$ cat src/rtl/tf_pkg.sv
package tf_pkg;

  localparam logic [7:0] OPC_DMA_IN  = 8'hC8;
  localparam logic [7:0] OPC_DMA_OUT = 8'hCA;

  localparam int ST_BSY  = 7;
  localparam int ST_DRDY = 6;
  localparam int ST_DF   = 5;
  localparam int ST_DRQ  = 3;
  localparam int ST_ERR  = 0;

  localparam int DEV_LBA_BIT = 6;
  localparam int DEV_SEL_BIT = 4;

  typedef enum logic [1:0] {
    SQ_IDLE = 2'd0,
    SQ_REQ  = 2'd1,
    SQ_RUN  = 2'd2
  } seq_state_e;

  typedef enum logic [1:0] {
    CMD_IGNORE = 2'd0,
    CMD_START  = 2'd1,
    CMD_ABORT  = 2'd2
  } cmd_kind_e;

endpackage

$ cat src/rtl/tf_regbank.sv
module tf_regbank #(
  parameter int LBA_BYTES = 3,
  parameter int ADDR_W    = 3,
  localparam int LBA_W    = 8 * LBA_BYTES
) (
  input  logic              clk,
  input  logic              rst_n,
  input  logic              wr_en,
  input  logic [ADDR_W-1:0] wr_addr,
  input  logic [7:0]        wr_data,
  input  logic              lock,
  output logic [7:0]        cnt_q,
  output logic [LBA_W-1:0]  lba_q,
  output logic [7:0]        dev_q
);

  localparam int CNT_ADDR = 0;
  localparam int DEV_ADDR = LBA_BYTES + 1;

  logic       wr_ok;
  logic       cnt_we;
  logic       dev_we;
  logic [7:0] cnt_d;
  logic [7:0] dev_d;

  assign wr_ok  = wr_en && !lock;
  assign cnt_we = wr_ok && (wr_addr == ADDR_W'(CNT_ADDR));
  assign dev_we = wr_ok && (wr_addr == ADDR_W'(DEV_ADDR));

  always_comb begin
    cnt_d = cnt_q;
    if (cnt_we) cnt_d = wr_data;
  end

  always_comb begin
    dev_d = dev_q;
    if (dev_we) dev_d = wr_data;
  end

  always_ff @(posedge clk or negedge rst_n) begin
    if (!rst_n) begin
      cnt_q <= '0;
      dev_q <= '0;
    end else begin
      cnt_q <= cnt_d;
      dev_q <= dev_d;
    end
  end

  for (genvar g = 0; g < LBA_BYTES; g++) begin : g_lba
    logic       byte_we;
    logic [7:0] byte_d;

    assign byte_we = wr_ok && (wr_addr == ADDR_W'(g + 1));

    always_comb begin
      byte_d = lba_q[8*g +: 8];
      if (byte_we) byte_d = wr_data;
    end

    always_ff @(posedge clk or negedge rst_n) begin
      if (!rst_n) lba_q[8*g +: 8] <= '0;
      else        lba_q[8*g +: 8] <= byte_d;
    end
  end

endmodule

$ cat src/rtl/tf_cmd_decode.sv
module tf_cmd_decode #(
  parameter int SECT_SHIFT = 9,
  localparam int CNT_W     = 8,
  localparam int SECT_W    = CNT_W + 1,
  localparam int BYTE_W    = SECT_W + SECT_SHIFT
) (
  input  logic [7:0]          opcode,
  input  logic [7:0]          dev,
  input  logic [CNT_W-1:0]    cnt,
  output tf_pkg::cmd_kind_e   kind,
  output logic                dir_in,
  output logic [SECT_W-1:0]   sectors,
  output logic [BYTE_W-1:0]   bytes
);
  import tf_pkg::*;

  logic is_dma;

  assign is_dma = (opcode == OPC_DMA_IN) || (opcode == OPC_DMA_OUT);
  assign dir_in = (opcode == OPC_DMA_IN);

  always_comb begin
    if (dev[DEV_SEL_BIT])                kind = CMD_IGNORE;
    else if (is_dma && dev[DEV_LBA_BIT]) kind = CMD_START;
    else                                 kind = CMD_ABORT;
  end

  always_comb begin
    if (cnt == '0) sectors = SECT_W'(1 << CNT_W);
    else           sectors = {1'b0, cnt};
  end

  assign bytes = BYTE_W'(sectors) << SECT_SHIFT;

endmodule

$ cat src/rtl/tf_seq.sv
module tf_seq #(
  parameter int LBA_W  = 24,
  parameter int SECT_W = 9,
  parameter int BYTE_W = 18
) (
  input  logic              clk,
  input  logic              rst_n,
  input  logic              cmd_wr,
  input  logic              stat_rd,
  input  tf_pkg::cmd_kind_e kind,
  input  logic              dir_in,
  input  logic [LBA_W-1:0]  lba,
  input  logic [SECT_W-1:0] sectors,
  input  logic [BYTE_W-1:0] bytes,
  input  logic              job_ack,
  input  logic              xfer_done,
  input  logic              xfer_intr,
  output logic              busy,
  output logic              drdy,
  output logic              err,
  output logic              irq,
  output logic              job_req,
  output logic              job_dir,
  output logic [LBA_W-1:0]  job_lba,
  output logic [SECT_W-1:0] job_sectors,
  output logic [BYTE_W-1:0] job_bytes
);
  import tf_pkg::*;

  seq_state_e state_q, state_d;
  logic       drdy_q, drdy_d;
  logic       err_q, err_d;
  logic       irq_q, irq_d;
  logic       load;

  always_comb begin
    state_d = state_q;
    drdy_d  = drdy_q;
    err_d   = err_q;
    irq_d   = irq_q & ~stat_rd;
    load    = 1'b0;
    unique case (state_q)
      SQ_IDLE: begin
        if (cmd_wr) begin
          unique case (kind)
            CMD_START: begin
              state_d = SQ_REQ;
              drdy_d  = 1'b0;
              err_d   = 1'b0;
              irq_d   = 1'b0;
              load    = 1'b1;
            end
            CMD_ABORT: begin
              drdy_d = 1'b1;
              err_d  = 1'b1;
              irq_d  = 1'b1;
            end
            default: ;
          endcase
        end
      end
      SQ_REQ: begin
        if (job_ack) state_d = SQ_RUN;
      end
      SQ_RUN: begin
        if (xfer_done) begin
          state_d = SQ_IDLE;
          drdy_d  = 1'b1;
          if (xfer_intr) irq_d = 1'b1;
        end
      end
      default: state_d = SQ_IDLE;
    endcase
  end

  always_ff @(posedge clk or negedge rst_n) begin
    if (!rst_n) begin
      state_q <= SQ_IDLE;
      drdy_q  <= 1'b1;
      err_q   <= 1'b0;
      irq_q   <= 1'b0;
    end else begin
      state_q <= state_d;
      drdy_q  <= drdy_d;
      err_q   <= err_d;
      irq_q   <= irq_d;
    end
  end

  always_ff @(posedge clk or negedge rst_n) begin
    if (!rst_n) begin
      job_dir     <= 1'b0;
      job_lba     <= '0;
      job_sectors <= '0;
      job_bytes   <= '0;
    end else if (load) begin
      job_dir     <= dir_in;
      job_lba     <= lba;
      job_sectors <= sectors;
      job_bytes   <= bytes;
    end
  end

  assign busy    = (state_q != SQ_IDLE);
  assign job_req = (state_q == SQ_REQ);
  assign drdy    = drdy_q;
  assign err     = err_q;
  assign irq     = irq_q;

endmodule

$ cat src/rtl/tf_cmd_block.sv
module tf_cmd_block #(
  parameter int LBA_BYTES  = 3,
  parameter int SECT_SHIFT = 9,
  parameter int ADDR_W     = 3,
  localparam int LBA_W     = 8 * LBA_BYTES,
  localparam int SECT_W    = 9,
  localparam int BYTE_W    = SECT_W + SECT_SHIFT
) (
  input  logic              clk,
  input  logic              rst_n,
  input  logic              reg_wr,
  input  logic              reg_rd,
  input  logic [ADDR_W-1:0] reg_addr,
  input  logic [7:0]        reg_wdata,
  output logic [7:0]        reg_rdata,
  output logic              job_req,
  input  logic              job_ack,
  output logic              job_dir,
  output logic [LBA_W-1:0]  job_lba,
  output logic [SECT_W-1:0] job_sectors,
  output logic [BYTE_W-1:0] job_bytes,
  input  logic              xfer_done,
  input  logic              xfer_intr,
  output logic              irq
);
  import tf_pkg::*;

  localparam int CNT_ADDR  = 0;
  localparam int DEV_ADDR  = LBA_BYTES + 1;
  localparam int CMD_ADDR  = LBA_BYTES + 2;
  localparam int ALT_ADDR  = LBA_BYTES + 3;

  logic [1:0]        rst_pipe;
  logic              rst_int_n;
  logic [7:0]        cnt_q;
  logic [LBA_W-1:0]  lba_q;
  logic [7:0]        dev_q;
  logic              busy;
  logic              drdy;
  logic              err;
  logic              cmd_wr;
  logic              stat_rd;
  cmd_kind_e         kind;
  logic              dir_in;
  logic [SECT_W-1:0] sectors;
  logic [BYTE_W-1:0] bytes;
  logic [7:0]        stat_byte;

  always_ff @(posedge clk or negedge rst_n) begin
    if (!rst_n) rst_pipe <= 2'b00;
    else        rst_pipe <= {rst_pipe[0], 1'b1};
  end
  assign rst_int_n = rst_pipe[1];

  assign cmd_wr  = reg_wr && (reg_addr == ADDR_W'(CMD_ADDR));
  assign stat_rd = reg_rd && (reg_addr == ADDR_W'(CMD_ADDR));

  tf_regbank #(
    .LBA_BYTES (LBA_BYTES),
    .ADDR_W    (ADDR_W)
  ) u_regs (
    .clk     (clk),
    .rst_n   (rst_int_n),
    .wr_en   (reg_wr),
    .wr_addr (reg_addr),
    .wr_data (reg_wdata),
    .lock    (busy),
    .cnt_q   (cnt_q),
    .lba_q   (lba_q),
    .dev_q   (dev_q)
  );

  tf_cmd_decode #(
    .SECT_SHIFT (SECT_SHIFT)
  ) u_dec (
    .opcode  (reg_wdata),
    .dev     (dev_q),
    .cnt     (cnt_q),
    .kind    (kind),
    .dir_in  (dir_in),
    .sectors (sectors),
    .bytes   (bytes)
  );

  tf_seq #(
    .LBA_W  (LBA_W),
    .SECT_W (SECT_W),
    .BYTE_W (BYTE_W)
  ) u_seq (
    .clk         (clk),
    .rst_n       (rst_int_n),
    .cmd_wr      (cmd_wr),
    .stat_rd     (stat_rd),
    .kind        (kind),
    .dir_in      (dir_in),
    .lba         (lba_q),
    .sectors     (sectors),
    .bytes       (bytes),
    .job_ack     (job_ack),
    .xfer_done   (xfer_done),
    .xfer_intr   (xfer_intr),
    .busy        (busy),
    .drdy        (drdy),
    .err         (err),
    .irq         (irq),
    .job_req     (job_req),
    .job_dir     (job_dir),
    .job_lba     (job_lba),
    .job_sectors (job_sectors),
    .job_bytes   (job_bytes)
  );

  always_comb begin
    stat_byte          = '0;
    stat_byte[ST_BSY]  = busy;
    stat_byte[ST_DRDY] = drdy;
    stat_byte[ST_DF]   = 1'b0;
    stat_byte[ST_DRQ]  = 1'b0;
    stat_byte[ST_ERR]  = err;
  end

  always_comb begin
    reg_rdata = '0;
    if (reg_addr == ADDR_W'(CNT_ADDR)) reg_rdata = cnt_q;
    for (int i = 0; i < LBA_BYTES; i++) begin
      if (reg_addr == ADDR_W'(i + 1)) reg_rdata = lba_q[8*i +: 8];
    end
    if (reg_addr == ADDR_W'(DEV_ADDR)) reg_rdata = dev_q;
    if (reg_addr == ADDR_W'(CMD_ADDR) || reg_addr == ADDR_W'(ALT_ADDR))
      reg_rdata = stat_byte;
  end

endmodule

$ cat config.mk
export PLATFORM = sky130hd
export DESIGN_NAME = tf_cmd_block
export DESIGN_NICKNAME = d
export VERILOG_FILES = /design/src/rtl/tf_pkg.sv /design/src/rtl/tf_regbank.sv /design/src/rtl/tf_cmd_decode.sv /design/src/rtl/tf_seq.sv /design/src/rtl/tf_cmd_block.sv
export SDC_FILE = /design/constraint.sdc
export NUM_CORES = 1
export LEC_CHECK = 0
export BUFFER_PORTS_ARGS = -buffer_cell sky130_fd_sc_hd__buf_2
export CORE_AREA = 2 2 101 83
export CTS_BUF_LIST = sky130_fd_sc_hd__clkbuf_4 sky130_fd_sc_hd__clkbuf_8 sky130_fd_sc_hd__clkbuf_16
export CTS_CLUSTER_SIZE = 8
export DETAILED_ROUTE_END_ITERATION = 10
export DIE_AREA = 0 0 103 85
export GPL_TIMING_DRIVEN = 0
export PLACE_DENSITY_LB_ADDON = 0.2
export SYNTH_ARGS = -nofsm -noshare
export SYNTH_HDL_FRONTEND = slang
export SYNTH_SLANG_ARGS = --single-unit
$ cat constraint.sdc
create_clock -name clk -period 2.41 [get_ports clk]
set_clock_uncertainty 0.1 [all_clocks]
set_input_delay 0.482 -clock clk [delete_from_list [all_inputs] [get_ports clk]]
set_output_delay 0.482 -clock clk [all_outputs]
set_load 0.01 [all_outputs]
* Yosys cells after proc, flatten, opt, wreduce, memory -nomap -nowiden
Index checks and enable logic that the tools add are counted.
W data, S select, Z words.
** Cells by class
- Divide/modulo/power cells :: 0
- Mux-type cells :: 26
- Bitwise operators :: 2
- Eq/ne operators :: 17
- Multipliers :: 0
- $lt $le $gt $ge :: 0
- Reduce and logical (&&, ||, !) cells :: 21
- Add/sub/neg operators :: 0
- Shift-type cells :: 0
** Operator list (number)
- $mux W8 :: 6
- $eq A8 B8 Y1 const B :: 2
- $mux W2 :: 6
- $eq A3 B3 Y1 const B :: 3
- $logic_and A1 B1 Y1 :: 9
- $mux W9 :: 1
- $logic_not A8 Y1 :: 1
- $mux W1 :: 8
- $pmux W1 S2 :: 4
- $reduce_and A4 Y1 :: 2
- $eq A3 B2 Y1 const B :: 2
- $ne A2 B2 Y1 const B :: 3
- $pmux W2 S3 :: 1
- $reduce_bool A2 Y1 :: 3
- $eq A2 B1 Y1 const B :: 2
- $eq A2 B2 Y1 const B :: 2
- $eq A3 B1 Y1 const B :: 1
- $logic_not A3 Y1 :: 1
- $ne A3 B3 Y1 const B :: 1
- $reduce_and A3 Y1 :: 1
- $logic_not A2 Y1 :: 1
- $logic_or A1 B1 Y1 :: 2
- $ne A2 B1 Y1 const B :: 1
- $and A1 B1 Y1 :: 1
- other kinds (2) :: 2
** Word-level totals
- Bits in latches :: 0
- Logic and storage cells :: 79
- Memories :: 0
- Bits of input ports :: 18
- Memory bits (writable) :: 0
- Register bits :: 81
- Bits in read-only memories :: 0
- Output and inout bits :: 62

* Logic depth before layout (Yosys ltp)
Gate-level depths: netlist (run 1).
- Depth after elaboration :: 9
- Depth in mapped cells :: 6
- Gate-level depth less buffers :: 4

* Hierarchy
A second synthesis (run 1) with hierarchy kept.
** Unflattened totals
- Cell total of the unflattened synthesis :: 315
- Area total of the unflattened synthesis :: 4702.0 µm²
** Modules (own cells, without submodules)
- tf_seq :: times used 1, area each 2489.9 µm², cells each 141, sequential area each 1427.6 µm²
- tf_regbank :: times used 1, area each 1536.5 µm², cells each 88, sequential area each 1001.0 µm²
- tf_cmd_block :: times used 1, area each 432.9 µm², cells each 49, sequential area each 50.0 µm²
- tf_cmd_decode :: times used 1, area each 242.7 µm², cells each 37, sequential area each 0.0 µm²

* Least setup slack after synthesis (run 1)
No wires, ideal clock.
- Kind :: in2out
- Start :: in reg_addr[0]
- End :: out reg_rdata[4]
- Slack :: 282 ps
- Data required time :: 1828 ps
- Path buffers :: 2
- Stages on the path :: 5
- Data arrival time :: 1546 ps
- Cells stage by stage :: buf_2 buf_2 mux4_2 nor2b_1 a31o_2
** Between the ends
- Word-level cells in the longest chain between the ends :: 7
- Elaborated cells on any way between the ends :: 14
- Classes of those cells :: eq/ne: 6; mux: 6; reduce/logical: 2
** Ends and longest elaborated chain
- start, declared :: RTL line tf_cmd_block.sv:13 : input logic [ADDR_W-1:0] reg_addr,
- $logic_not A3 Y1 :: RTL line tf_cmd_block.sv:124 : if (reg_addr == ADDR_W'(CNT_ADDR)) reg_rdata = cnt_q;
- $mux W8 :: RTL line tf_cmd_block.sv:124
- $mux W8 (3 in series) :: RTL line tf_cmd_block.sv:126 : if (reg_addr == ADDR_W'(i + 1)) reg_rdata = lba_q[8*i +: 8];
- $mux W8 :: RTL line tf_cmd_block.sv:128 : if (reg_addr == ADDR_W'(DEV_ADDR)) reg_rdata = dev_q;
- $mux W8 * :: RTL line tf_cmd_block.sv:129 : if (reg_addr == ADDR_W'(CMD_ADDR) || reg_addr == ADDR_W'(ALT_ADDR))
- end, declared :: RTL line tf_cmd_block.sv:15 : output logic [7:0] reg_rdata,
Every way passes the cells marked *; elsewhere a longest branch is shown, timed or not.

* Worst setup path in the final report (run 1)
Same ends and word-level chain as after synthesis.

==> flow_summary.yaml, run 1 <==
layout:
  final_area_sq_um: 4510
  nets: 358
  seq_area_sq_um: 2030
  n_antenna_cell: 0
  drive_above_1_share_pct: 60.3
  layout.cells.most_common_list: "dfrtp_1, buf_2, mux2_2"
  final_common_cell: "dfrtp_1"
  nFillCells: 678
  multi_input_area_sq_um: 1490
  area_growth_pct: 21.4
die:
  fp.dieW_microns: 103
  pin_count: 80
  floorplan.initialDensity_pct: 47.9
  core_sq_um: 7760
  die_h_microns: 85
  row_count: 29
  dieArea_sq_um: 8760
timing:
  tightest_slew_ns: 0.531
  min_period_ns: 2.33
  fmaxAchievable_mhz: 430
  tns_ns: 0
  post-route-period-util_pct: 96.6
  slew_violations: 0
  rsz0062_at_grt: "no"
  slew_headroom_pct: 64.6
  setup_viol: 0
  setup_ws_ns: 0.0822
  hold_viol_final: 0
power_and_ir_drop:
  ir_drop_uv: 381
  power_density_nw_per_um2: 734
  p_leak_nw: 2.36
  total_power_mw: 3.31
global_routing:
  grt_max_degree: 42
  grt_pass1_vias: 2251
  antenna_found_initial: 0
  track_usage_pct: 19.2
  grt_pass1_wl_mm: 12.3
  globalRouteOverflowTotal: 0
placement:
  post-place-ws_ns: -0.0652
  place_congestion: 0.813
  placed_area_sq_um: 4250
  dp_hpwl_mm: 5.39
  io_buffers: 68
clock_network:
  cts_root_buf: "clkbuf_8"
  cts_inserted_buffers: 9
  clkTransAtPathRegs_ns: 0.08
  cts_tree: "done"
  htreeDepth: 3
  postCtsSetupBuffers: 0
  clk_latency_ns: 0.35
  max-clock-path-buffers: 2
  cts.sinks: 81
synth:
  synth_edf_count: 0
  synth_top_area_share_pct: 53.8
  syn_inst: 251
  yosys.area.top_type: "dfrtp_1"
  synth_cell_types: 41
  synth_area_sq_um: 3720
  yosysWarnings: 0
  yosys-top-cells-area: "dfrtp_1, mux2_2, mux2_4, mux4_2, buf_4"
  synthArstFlopShare_pct: 100
  synth_seq_cells: 81
  syn_area_per_cell_sq_um: 14.8
  synthFlopType: "dfrtp_1"
  ys_seq_area_share_pct: 54.5
worst_setup_path:
  worstPathArrival_ns: 1.75
  start_kind: "primary input"
  cp.required_ns: 1.83
  crit_chain: "buf_2, buf_6, mux4_2, nor2b_1, a31o_2, buf_2"
  cp_slowest_cell: "mux4_2"
  critPathBufInv: 3
  cp_common_cell: "buf_2"
  cp_slowest_stage_delay_ns: 0.30
  critPathTopFamily: "buffers and inverters"
  critical_path_class: "primary input to output pin"
  worstPathMaxFanout: 10
  worstSetupEndpointType: "output pin"
min_path:
  hold_class: "register to asynchronous set/reset pin"
status:
  status: "finished, final reports clean"
route:
  drt_iter0_markers: 99
  firstDrtPassIters: 4
  routedWlPerCell_microns: 17.3
  via_count: 2321
  route.antenna.remaining_nets: 0
  drt_wl_total_mm: 7.82
  remaining_drc_errors: 0
  via_per_inst: 5.12
job:
  drv_cap: 0
[area by class of cell]
type / count / share of cell area, %
timing repair buffer: 70 / 8.20
tap: 108 / 2.99
inverter: 7 / 0.582
clock inverter: 3 / 2.00
buffer: 28 / 4.88
multi-input combinational: 143 / 32.9
clock buffer: 13 / 3.41
sequential: 81 / 45.0
[logic make-up after synthesis]
family / synth area share (%)
flops: 54.5
buf+inv: 6.43
mux: 28.7
simple gates: 6.80
other cells: 0.202
xor+xnor: 0.236
compound gates: 3.06
[cells in the mapped netlist (all sizes together) (2+ instances only)]
cell type,count
and4bb,3
nor4b,2
inv,7
nand3,5
nor3b,2
a21oi,2
nand2b,2
nand2,5
nor2,4
a21o,2
buf,27
nor4,2
o21ai,7
dfrtp,80
conb,2
mux4,8
a22oi,3
mux2,73
nand4b,2
nand3b,2
[flip-flops by register name, summed over array words and instances, names as in the netlist, 2 cells and up]
name / cells
u_seq.job_lba: 24
u_seq.state_q: 2
u_regs.lba_q: 24
u_seq.job_sectors: 9
u_regs.cnt_q: 8
rst_pipe: 2
u_regs.dev_q: 8
[worst reg2reg max path, cell delays in order, from the launching register on]
cell and delay, ns:
dfrtp_1 0.47, nor3b_2 0.40, nand4_2 0.15, buf_6 0.20
buf_6 0.17, mux2_4 0.30
[final timing paths]
kind | start | to | slack, ns | cells past startpoint
min in group clk | job_ack | u_seq.state_q[0] | 0.24 | 2
setup reg to reg | u_seq.state_q[0] | u_seq.job_lba[1] | 0.51 | 5
max in group asynchronous | rst_pipe[1] | u_seq.drdy | 1.34 | 1
setup / recovery | reg_addr[0] | reg_rdata[4] | 0.08 | 6
hold / removal | rst_pipe[1] | u_seq.job_lba[3] | 0.21 | 0
hold reg to reg | rst_pipe[1] | u_seq.job_lba[3] | 0.21 | 0
[stage by stage]
step	instances	hold WS, ns	utilization [%]
2_1_floorplan	259	0.0864	-
3_3_place_gp	435	0.167	54.4
3_5_place_dp	436	0.169	54.7
4_1_cts	453	0.226	58.0
5_1_grt	453	0.245	58.1
6_report	453	0.209	58.1
[timing repair]
item	in CTS	in global routing
resized for setup	1	4
hold buffers	1	0
gates cloned	0	0
pin swaps	0	0
endpoints found under the hold margin	2	0
setup endpoints to repair	3	5
[power breakdown]
part           internal (mW)  switching [mW]  leakage (nW)
logic                  0.265           0.174          1.20
clock network          0.736           0.460         0.126
registers               1.53           0.148          1.03
total                   2.53           0.782          2.36
[layer usage]
layer  share of wire [%]  wire length (microns)  track usage (%)  vias up
met4                0.81                     63             3.95        0
met3                 7.0                    545             6.01        5
met2                  44                   3440             28.3       77
met1                  48                   3770             28.1     1176
li1                    -                      -                -     1063
met5                   0                      0                0        -
(Power assumes the default switching activity.)
==> inputs of run 2 (changes only) <==
- RECOVER_POWER: default -> 100
==> run 2 against run 1 <==
- the flow now finishes with violations (max-capacitance violations, max-slew violations)
- global-route usage is the same
- non-clock buffer count unchanged
- setup slack worse by 0.0036 ns
- count of clock-buffer cells in the layout did not move
- register-to-register slack worse by 0.34 ns
- design area fell by 3.3%
- critical path type unchanged
- highest routed layer unchanged
==> flow_summary.yaml, run 2 (synthesized netlist as in run 1, its figures left out) <==
worst_setup_path:
  worstPathMaxFanout: 10
  crit_chain: "clkbuf_2, buf_6, mux4_2, nor2b_1, a31o_2, clkbuf_2"
  cp.required_ns: 1.83
  worstPathArrival_ns: 1.75
  critical_path_class: "primary input to output pin"
  cp_common_cell: "clkbuf_2"
  cp_slowest_cell: "mux4_2"
  cp_slowest_stage_delay_ns: 0.30
  start_kind: "primary input"
  worstSetupEndpointType: "output pin"
clock_network:
  postCtsSetupBuffers: 0
  cts_root_buf: "clkbuf_8"
  clk_latency_ns: 0.35
  cts.sinks: 81
  htreeDepth: 3
  max-clock-path-buffers: 2
  clkTransAtPathRegs_ns: 0.08
  cts_tree: "done"
  cts_inserted_buffers: 9
global_routing:
  track_usage_pct: 19.2
  grt_pass1_vias: 2251
  globalRouteOverflowTotal: 0
  antenna_found_initial: 0
  grt_max_degree: 42
  grt_pass1_wl_mm: 12.3
layout:
  seq_area_sq_um: 2030
  post-route-util_pct: 56.2
  area_growth_pct: 17.4
  nets: 358
  drive_above_1_share_pct: 41.2
  final_common_cell: "dfrtp_1"
  finalNonFillerCells: 453
  nFillCells: 723
  reg.largest.list: "u_regs.lba_q x24, u_seq.job_lba x24, u_seq.job_sectors x9"
  n_antenna_cell: 0
  multi_input_area_sq_um: 1410
  layout.cells.most_common_list: "dfrtp_1, mux2_2, clkbuf_1"
route:
  routedWlPerCell_microns: 17.4
  via_per_inst: 5.12
  route.antenna.remaining_nets: 0
  via_count: 2318
  drt_iter0_markers: 116
  remaining_drc_errors: 0
  firstDrtPassIters: 4
  drt_wl_total_mm: 7.88
power_and_ir_drop:
  power_density_nw_per_um2: 756
  pwr-share-clk_pct: 36.2
  pwr-share-comb_pct: 13.0
  ir_drop_uv: 383
  p_leak_nw: 2.10
  intPower_mw: 2.52
  p_switching_mw: 0.780
  switching_share_pct: 23.6
  seqPwrFrac_pct: 50.8
timing:
  timing.hold.ws_ns: 0.240
  min_period_ns: 2.33
  slew_violations: 39
  setup_viol: 0
  fmaxAchievable_mhz: 429
  slew_headroom_pct: -8.15
  tightest_slew_ns: 1.62
  hold_viol_final: 0
  post-route-period-util_pct: 96.7
  rsz0062_at_grt: "no"
placement:
  place_congestion: 0.813
  place_inst: 436
  dp_hpwl_mm: 5.39
  io_buffers: 68
die:
  fp.dieW_microns: 103
  die_h_microns: 85
  floorplan.initialDensity_pct: 47.9
  row_count: 29
  core_sq_um: 7760
  pin_count: 80
  dieArea_sq_um: 8760
status:
  status: "complete, but fails checks"
  violations: "max-capacitance violations, max-slew violations"
min_path:
  hold_class: "primary input to register"
job:
  drv_cap: 1
[run 2: cell count changes in the layout (fill, tap and decap cells not counted), moves of 2 or more]
cell,before,now
buf_2,72,20
clkbuf_1,0,48
clkbuf_2,1,6
mux2_1,0,12
mux2_4,15,3
nand3b_1,0,2
nand3b_2,2,0
[run 2: worst max-delay path: cells and delay by family]
family / cells / cell delay (ns)
buffers and inverters: 3 / 0.58
AO/OA/AOI/OAI: 1 / 0.23
AND/OR/NAND/NOR: 1 / 0.15
multiplexers: 1 / 0.30
[run 2: path summary, 6_finish.rpt]
check	startpoint	to	slack [ns]	cells past startpoint
worst max-delay path	reg_addr[0]	reg_rdata[4]	0.08	6
worst min-delay path	job_ack	u_seq.state_q[0]	0.24	2
worst max register to register	u_seq.state_q[0]	u_seq.job_sectors[3]	0.17	5
worst min register to register	rst_pipe[0]	rst_pipe[1]	0.26	0
max in group asynchronous	rst_pipe[1]	u_seq.drdy	0.64	1
min in group asynchronous	rst_n	rst_pipe[1]	0.34	2
[run 2: power groups by stage]
| stage | combinational [mW] | clock (mW) | sequential, mW |
|---|---|---|---|
| final | 0.430 | 1.20 | 1.68 |
| after detailed placement | 0.439 | 0 | 1.71 |
| after global routing | 0.480 | 1.28 | 1.70 |
| after CTS | 0.443 | 1.22 | 1.68 |
| after global placement | 0.413 | 0 | 1.71 |
| after floorplan | 0.323 | 0 | 1.66 |
[run 2: final cells by class]
type	count	area share, %
buffer	28	4.81
inverter	7	0.602
sequential	81	46.4
clock inverter	3	2.06
multi-input combinational	143	32.3
timing repair buffer	70	7.11
clock buffer	13	3.52
tap	108	3.09
[run 2: layer usage]
layer	up-vias	wire length (microns)	GRT usage, %
li1	1060	-	-
met1	1185	3950	28.1
met2	68	3440	28.3
met3	5	423	6.01
met4	0	63	3.95
met5	-	0	0
[run 2: timing repair]
action                                  4_1_cts  5_1_grt
endpoints found under the setup margin        3        5
cloned                                        0        0
hold endpoints to repair                      2        0
gates resized for setup                       1        4
hold buffers                                  1        0
pin swaps                                     0        0
[run 2: metrics by stage]
| step | setup slack (ns) | power [mW] | TNS (ns) | cell area [sq um] |
|---|---|---|---|---|
| 2_1_floorplan | 0.282 | 1.98 | 0 | 3750 |
| 3_3_place_gp | -0.0521 | 2.13 | -0.120 | 4230 |
| 3_5_place_dp | -0.0652 | 2.15 | -0.0852 | 4250 |
| 4_1_cts | 0.0353 | 3.34 | 0 | 4500 |
| 5_1_grt | 0.0220 | 3.46 | 0 | 4370 |
| 6_report | 0.0786 | 3.30 | 0 | 4370 |
